File: src/rtl/gpx_pkg.sv
package gpx_pkg;
    typedef enum logic [1:0] {
        SEL_INPUT    = 2'd0,
        SEL_OUTPUT   = 2'd1,
        SEL_POLARITY = 2'd2,
        SEL_CONFIG   = 2'd3
    } reg_sel_e;

    typedef enum logic [1:0] {
        ST_IDLE,
        ST_CMD,
        ST_DATA,
        ST_READ
    } txn_state_e;
endpackage

File: src/rtl/gpx_txn_fsm.sv
module gpx_txn_fsm
    import gpx_pkg::*;
#(
    parameter int WIDTH = 8
) (
    input  logic             clk,
    input  logic             rst_n,
    input  logic             ev_addr,
    input  logic             ev_addr_rd,
    input  logic             ev_byte,
    input  logic             ev_stop,
    input  logic [WIDTH-1:0] byte_in,
    output reg_sel_e         ptr_q,
    output logic             wr_en
);
    txn_state_e state_q, state_d;
    logic       cmd_load;

    // next-state logic
    always_comb begin
        state_d = state_q;
        unique case (state_q)
            ST_IDLE: state_d = ST_IDLE;
            ST_CMD:  if (ev_byte) state_d = ST_DATA;
            ST_DATA: state_d = ST_DATA;
            ST_READ: state_d = ST_READ;
        endcase
        if (ev_stop)
            state_d = ST_IDLE;
        else if (ev_addr)
            state_d = ev_addr_rd ? ST_READ : ST_CMD;
    end

    // state register
    always_ff @(posedge clk or negedge rst_n) begin
        if (!rst_n) state_q <= ST_IDLE;
        else        state_q <= state_d;
    end

    // outputs
    always_comb begin
        cmd_load = (state_q == ST_CMD)  && ev_byte && !ev_stop && !ev_addr;
        wr_en    = (state_q == ST_DATA) && ev_byte && !ev_stop && !ev_addr;
    end

    always_ff @(posedge clk or negedge rst_n) begin
        if (!rst_n)        ptr_q <= SEL_INPUT;
        else if (cmd_load) ptr_q <= reg_sel_e'(byte_in[1:0]);
    end

    assert_stop_idles_R8: assert property (@(posedge clk) disable iff (!rst_n)
        ev_stop |=> (state_q == ST_IDLE));

    assert_read_keeps_ptr_R5: assert property (@(posedge clk) disable iff (!rst_n)
        (state_q == ST_READ) |=> $stable(ptr_q));
endmodule

File: src/rtl/gpx_reg_bank.sv
module gpx_reg_bank
    import gpx_pkg::*;
#(
    parameter int WIDTH = 8
) (
    input  logic             clk,
    input  logic             rst_n,
    input  logic             wr_en,
    input  reg_sel_e         sel,
    input  logic [WIDTH-1:0] wdata,
    output logic [WIDTH-1:0] out_q,
    output logic [WIDTH-1:0] pol_q,
    output logic [WIDTH-1:0] cfg_q
);
    localparam logic [WIDTH-1:0] ALL_ONES = {WIDTH{1'b1}};

    always_ff @(posedge clk or negedge rst_n) begin
        if (!rst_n) begin
            out_q <= ALL_ONES;
            pol_q <= '0;
            cfg_q <= ALL_ONES;
        end else if (wr_en) begin
            unique case (sel)
                SEL_INPUT:    ;
                SEL_OUTPUT:   out_q <= wdata;
                SEL_POLARITY: pol_q <= wdata;
                SEL_CONFIG:   cfg_q <= wdata;
            endcase
        end
    end

    assert_input_write_ignored_R4: assert property (@(posedge clk) disable iff (!rst_n)
        (wr_en && sel == SEL_INPUT) |=> ($stable(out_q) && $stable(pol_q) && $stable(cfg_q)));
endmodule

File: src/rtl/gpx_read_path.sv
module gpx_read_path
    import gpx_pkg::*;
#(
    parameter int WIDTH = 8
) (
    input  logic             clk,
    input  logic             rst_n,
    input  logic             rd_req,
    input  reg_sel_e         sel,
    input  logic [WIDTH-1:0] pins,
    input  logic [WIDTH-1:0] out_q,
    input  logic [WIDTH-1:0] pol_q,
    input  logic [WIDTH-1:0] cfg_q,
    output logic [WIDTH-1:0] rd_data
);
    logic [WIDTH-1:0] sel_val;

    always_comb begin
        unique case (sel)
            SEL_INPUT:    sel_val = pins ^ pol_q;
            SEL_OUTPUT:   sel_val = out_q;
            SEL_POLARITY: sel_val = pol_q;
            SEL_CONFIG:   sel_val = cfg_q;
        endcase
    end

    always_ff @(posedge clk or negedge rst_n) begin
        if (!rst_n)      rd_data <= '0;
        else if (rd_req) rd_data <= sel_val;
    end

    assert_rd_hold_R6: assert property (@(posedge clk) disable iff (!rst_n)
        !rd_req |=> $stable(rd_data));
endmodule

File: src/rtl/gpio_expander_regs.sv
module gpio_expander_regs
    import gpx_pkg::*;
#(
    parameter int WIDTH = 8
) (
    input  logic             clk,
    input  logic             rst_n,
    input  logic             ev_addr,
    input  logic             ev_addr_rd,
    input  logic             ev_byte,
    input  logic [WIDTH-1:0] byte_in,
    input  logic             ev_rd_req,
    input  logic             ev_stop,
    input  logic [WIDTH-1:0] pin_in,
    output logic [WIDTH-1:0] rd_data,
    output logic [WIDTH-1:0] port_out,
    output logic [WIDTH-1:0] port_oe
);
    reg_sel_e         ptr;
    logic             wr_en;
    logic [WIDTH-1:0] out_q, pol_q, cfg_q;

    gpx_txn_fsm #(.WIDTH(WIDTH)) u_fsm (
        .clk(clk), .rst_n(rst_n), .ev_addr(ev_addr), .ev_addr_rd(ev_addr_rd),
        .ev_byte(ev_byte), .ev_stop(ev_stop), .byte_in(byte_in),
        .ptr_q(ptr), .wr_en(wr_en)
    );

    gpx_reg_bank #(.WIDTH(WIDTH)) u_bank (
        .clk(clk), .rst_n(rst_n), .wr_en(wr_en), .sel(ptr), .wdata(byte_in),
        .out_q(out_q), .pol_q(pol_q), .cfg_q(cfg_q)
    );

    gpx_read_path #(.WIDTH(WIDTH)) u_rd (
        .clk(clk), .rst_n(rst_n), .rd_req(ev_rd_req), .sel(ptr), .pins(pin_in),
        .out_q(out_q), .pol_q(pol_q), .cfg_q(cfg_q), .rd_data(rd_data)
    );

    assign port_out = out_q;

    // per-pin driver enable is the inverse of the direction bit
    for (genvar i = 0; i < WIDTH; i++) begin : g_oe
        assign port_oe[i] = ~cfg_q[i];
    end
endmodule

File: config.mk
export PLATFORM = sky130hd
export DESIGN_NAME = gpio_expander_regs
export DESIGN_NICKNAME = d
export VERILOG_FILES = /design/src/rtl/gpx_pkg.sv /design/src/rtl/gpx_txn_fsm.sv /design/src/rtl/gpx_reg_bank.sv /design/src/rtl/gpx_read_path.sv /design/src/rtl/gpio_expander_regs.sv
export SDC_FILE = /design/constraint.sdc
export NUM_CORES = 1
export LEC_CHECK = 0
export ABC_AREA = 1
export BUFFER_PORTS_ARGS = -buffer_cell sky130_fd_sc_hd__buf_2
export CORE_MARGIN = 5
export CORE_UTILIZATION = 25
export DETAILED_ROUTE_END_ITERATION = 6
export PLACE_DENSITY_LB_ADDON = 0.12
export SYNTH_ARGS = -nofsm -noshare
export SYNTH_HDL_FRONTEND = slang
export SYNTH_SLANG_ARGS = --single-unit
File: constraint.sdc
create_clock -name clk -period 2.1 [get_ports clk]
set_input_delay 0.105 -clock clk [delete_from_list [all_inputs] [get_ports clk]]
set_output_delay 0.105 -clock clk [all_outputs]
set_load 0.01 [all_outputs]
---- Word-level counts from Yosys, hierarchy flattened ----
Cells that the tools add are included.
storage, ports and cells
  output and inout bits ................... 24
  logic and storage cells ................. 41
  input port bits ......................... 23
  bits in registers ....................... 36
cells by class
  bitwise gates (word level) .............. 9
  mux-type cells .......................... 6
  reductions and logical operators ........ 13
  equality and inequality tests ........... 7
operators by type and width
  cell                                                 number
  one-hot mux 8 bit (4 select lines)                   1
  equality test 2 bit, second input constant           4
  two-way mux 2 bit                                    4
  NOT 1 bit                                            8
  one-hot mux 2 bit (4 select lines)                   1
  XOR 8 bit                                            1
  logical AND 1 bit                                    6
  AND reduction 2 bit                                  3
  equality test 2 x 1 -> 1 bit, second input constant  2
  logical NOT 2 bit                                    2
  inequality test 4 bit, second input constant         1
  logical NOT 1 bit                                    2

---- Longest topological paths before layout ----
  depth in word-level cells ............... 5
  gate-level depth with buffers ........... 7
  mapped depth without buffers ............ 7

---- By module ----
A second synthesis with hierarchy kept.
unflattened totals
  cell total of the unflattened synthesis .. 274
  area total of the unflattened synthesis .. 2045.7 µm²
modules (own cells, without submodules)
  module              cells each  times used  seq. area each (µm²)  area an instance (µm²)
  gpx_reg_bank        108         1           620.6                 1094.8
  gpx_read_path       129         1           200.2                 690.7
  gpx_txn_fsm         29          1           100.1                 230.2
  gpio_expander_regs  8           1           0.0                   30.0

---- Worst setup path after synthesis ----
No wires, ideal clock.
  kind .................................... register to register
  start ................................... register u_fsm.state_q[0]
  end ..................................... register u_bank.pol_q[0]
  data required time ...................... 1.982 ns
  setup time .............................. 0.118 ns
  period minus slack after synthesis ...... 1.182 ns
  data arrival time ....................... 1.063 ns
  buffers on the path ..................... 0
  path slack .............................. 0.918 ns
  cell stages (with the launch flop) ...... 5
  cells stage by stage .................... dfrtp_1 nor3_4 nand3_1 nand2_1 nand2_1
between the ends
  cells in the longest elaborated chain, start to end .. 5
ends and longest elaborated chain
  item                            RTL line            text
  from (decl)                     gpx_txn_fsm.sv:16   txn_state_e state_q, state_d;
  from (signal assigned)          gpx_txn_fsm.sv:37   else state_q <= state_d;
  equality test 2 bit             gpx_txn_fsm.sv:43   wr_en = (state_q == ST_DATA) && ev_byte && !ev_stop && !ev_addr;
  logical AND 1 bit (3 in a row)  gpx_txn_fsm.sv:43
  AND reduction 2 bit (no line)   --
  to (signal assigned)            gpx_reg_bank.sv:26  SEL_POLARITY: pol_q <= wdata;
  to (decl)                       gpx_reg_bank.sv:12  output logic [WIDTH-1:0] pol_q,
Every way passes these cells.
A chain may end at the register's enable or synchronous reset.

---- Worst setup path in the final report ----
  start ................................... register u_fsm.ptr_q[1]
  end ..................................... register u_bank.cfg_q[6]
between the ends
  cells in the longest elaborated chain, start to end .. 2
ends and longest elaborated chain
  item                           RTL line            text
  from (decl)                    gpx_txn_fsm.sv:13   output reg_sel_e ptr_q,
  from (signal assigned)         gpx_txn_fsm.sv:48   else if (cmd_load) ptr_q <= reg_sel_e'(byte_in[1:0]);
  equality test 2 bit            gpx_reg_bank.sv:23  unique case (sel)
  AND reduction 2 bit (no line)  --
  to (signal assigned)           gpx_reg_bank.sv:27  SEL_CONFIG: cfg_q <= wdata;
  to (decl)                      gpx_reg_bank.sv:13  output logic [WIDTH-1:0] cfg_q
Every way passes these cells.

==> flow_metrics.py <==
metrics = {
    "power": {
        "switchingPower_w": 0.0007277,
        "clockPowerShare_pct": 26.7,
        "p_leak_nw": 1.259,
        "comb_power_share_pct": 28.0,
        "power.internal_w": 0.001359,
        "sw_frac_of_total_pct": 34.87,
        "p_seq_share_pct": 45.3,
        "peakVddDrop_v": 0.0002520,
        "p_per_area_nw_per_um2": 872.4,
    },
    "clock_network": {
        "post_cts_resized": 0,
        "clockBufferDepth": 2,
        "cts_sinks": 36,
        "clk_pin_slew_ns": 0.08,
        "cts_htree_levels": 2,
        "clkLatencyLatePin_ns": 0.29,
        "cts-buffers-inserted": 5,
        "clockRootBuffer": "clkbuf_8",
        "cts_tree": "done",
        "cts_setup_buffers": 0,
        "ctsHoldBuffers": 1,
    },
    "timing": {
        "min_period_ns": 1.580,
        "tightest_slew_ns": 0.8520,
        "slew_viol_final": 0,
        "max_freq_mhz": 632.8,
        "fin_crit_sh_pct": 75.26,
        "setup_tns_ns": 0,
        "rsz0062_at_grt": "no",
        "hold_viol": 0,
        "finClkSkew_ns": 0.01220,
        "finalSetupViolCount": 0,
        "slew_headroom_pct": 43.20,
    },
    "critical_path": {
        "arrival_ns": 1.81,
        "r2r_cells": 5,
        "rr_endpoint": "u_bank.cfg_q[6]",
        "cp-end-kind": "register",
        "cp-startpoint": "u_fsm.ptr_q[1]",
        "crit_fanout": 17,
        "start_kind": "register",
        "worst_ep_required_time_ns": 2.33,
        "r2r_start": "u_fsm.ptr_q[1]",
        "worstSetupPathType": "register to register",
        "worst-r2r-setup-slack_ns": 0.52,
    },
    "cells_and_area": {
        "fillers": 854,
        "drive_gt1_share_pct": 23.91,
        "fin_nets": 344,
        "n_antenna_cell": 0,
        "area_delta_synth_final_pct": 23.59,
        "most-common-layout-cells": "nand2_1, buf_2, inv_1",
        "final_common_cell": "nand2_1",
        "post-route-util_pct": 31.28,
    },
    "min_path": {
        "holdPathEnd": "u_bank.out_q[2]",
        "hold_path_depth": 3,
        "hold_path_startpoint": "byte_in[2]",
        "hold_class": "input port to register",
    },
    "logic_synthesis": {
        "syn-cell-area_um2": 1936,
        "syn-num-nets": 294,
        "synth-seq-cells": 36,
        "syn_inst": 271,
        "synth_warnings": 0,
        "synth_area_per_cell_um2": 7.142,
        "synth-seq-area-share_pct": 47.58,
        "synth.distinct_cells": 17,
    },
    "grt": {
        "grt_max_degree": 37,
        "grt.overflow.total": 0,
        "grt_pass1_wl_um": 9073,
        "grtUsageTotal_pct": 11.72,
        "grt_antenna_before_repair": 0,
        "grt_pass1_vias": 1723,
    },
    "drt": {
        "wl_per_cell_um": 12.82,
        "totalWireLength_um": 5435,
        "num_vias": 1806,
        "dr.pass1.iters": 4,
        "drtAntennaViolNets": 0,
        "via_per_inst": 4.259,
        "dr.first_iter.drc_count": 67,
        "drc": 0,
    },
    "placed_design": {
        "dp_hpwl_um": 4054,
        "io_buffers": 46,
        "place.gp.congestion": 0.7533,
    },
    "floorplan": {
        "start_util_pct": 25.31,
        "die_h_um": 97.99,
        "die_area_um2": 9602,
        "io_pins": 47,
        "coreArea_um2": 7647,
        "die_x_um": 97.99,
        "num_rows": 32,
    },
    "job": {
        "max_cap_violations": 0,
    },
    "outcome": {
        "status": "finished, final reports clean",
    },
}
registers in the layout (all words and copies together), names as in the netlist:
signal         flops
u_bank.cfg_q       8
u_bank.out_q       8
u_bank.pol_q       8
u_fsm.ptr_q        2
u_fsm.state_q      2
u_rd.rd_data       8
final cells by class:
class | count | area (um^2) | share of cell area (%)
sequential | 36 | 920.9 | 38.49
multi-input combinational | 186 | 815.8 | 34.10
timing repair buffer | 52 | 277.8 | 11.61
inverter | 40 | 150.1 | 6.276
tap | 102 | 127.6 | 5.335
clock buffer | 8 | 100.1 | 4.184
power by group through the flow:
stage / clock (W) / sequential (W) / combinational [W]
after floorplan: 0 / 0.000977 / 0.000330
after global placement: 0 / 0.000956 / 0.000590
after detailed placement: 0 / 0.000960 / 0.000592
after CTS: 0.000581 / 0.000949 / 0.000597
after global routing: 0.000602 / 0.000970 / 0.000674
final: 0.000556 / 0.000946 / 0.000585
kinds of logic after synthesis:
logic type             Yosys count  synth area share [%]
flip-flops                      36                 47.58
buffers and inverters           49                 10.28
AO/OA/AOI/OAI                   11                 2.844
AND/OR/NAND/NOR                175                 39.30
worst max path at each step:
stage	end	cells past startpoint
after global routing	u_bank.cfg_q[6]	5
after floorplan	u_bank.pol_q[0]	4
after global placement	u_bank.cfg_q[6]	5
after detailed placement	u_bank.cfg_q[6]	5
final	u_bank.cfg_q[6]	5
after CTS	u_bank.cfg_q[6]	5
metal layers:
layer  up-vias  share of wire [%]  global-route usage, %
met5         -                  0                      0
met4         0                1.3                  3.727
met3         6                4.1                  2.714
met2        40                 44                  17.70
met1       798                 51                  16.58
li1        962                  -                      -
synth_stat cells (all sizes together):
library cell / instances / area, um^2
dfstp: 16 / 420.4
nand3: 22 / 110.1
buf: 8 / 45.04
a21oi: 2 / 10.01
nand2: 120 / 450.4
o21ai: 9 / 45.04
clkinv: 1 / 3.750
nor2: 7 / 28.78
nand4: 24 / 150.1
inv: 39 / 146.4
dfrtp: 20 / 500.5
nor3: 2 / 21.27
clkbuf: 1 / 3.750
metrics by stage:
step	setup WS, ns	cell area (um^2)	std cells	power (W)	hold slack (ns)
final	0.5196	2392	424	0.002087	0.06450
after global routing	0.3657	2392	424	0.002246	0.06230
after CTS	0.4862	2392	424	0.002127	0.04840
after detailed placement	0.5181	2282	415	0.001552	0.2705
after global placement	0.5365	2282	415	0.001547	0.2699
after floorplan	0.9184	1936	271	0.001307	-0.1906
worst max-delay path, stage by stage (launching register included):
cell and delay (ns):
dfrtp_1 0.44, nand2_1 0.09, clkinv_1 0.38, nand3_1 0.44, nand2_1 0.08, nand2_1 0.08
Power figures use the tool's default switching activity.
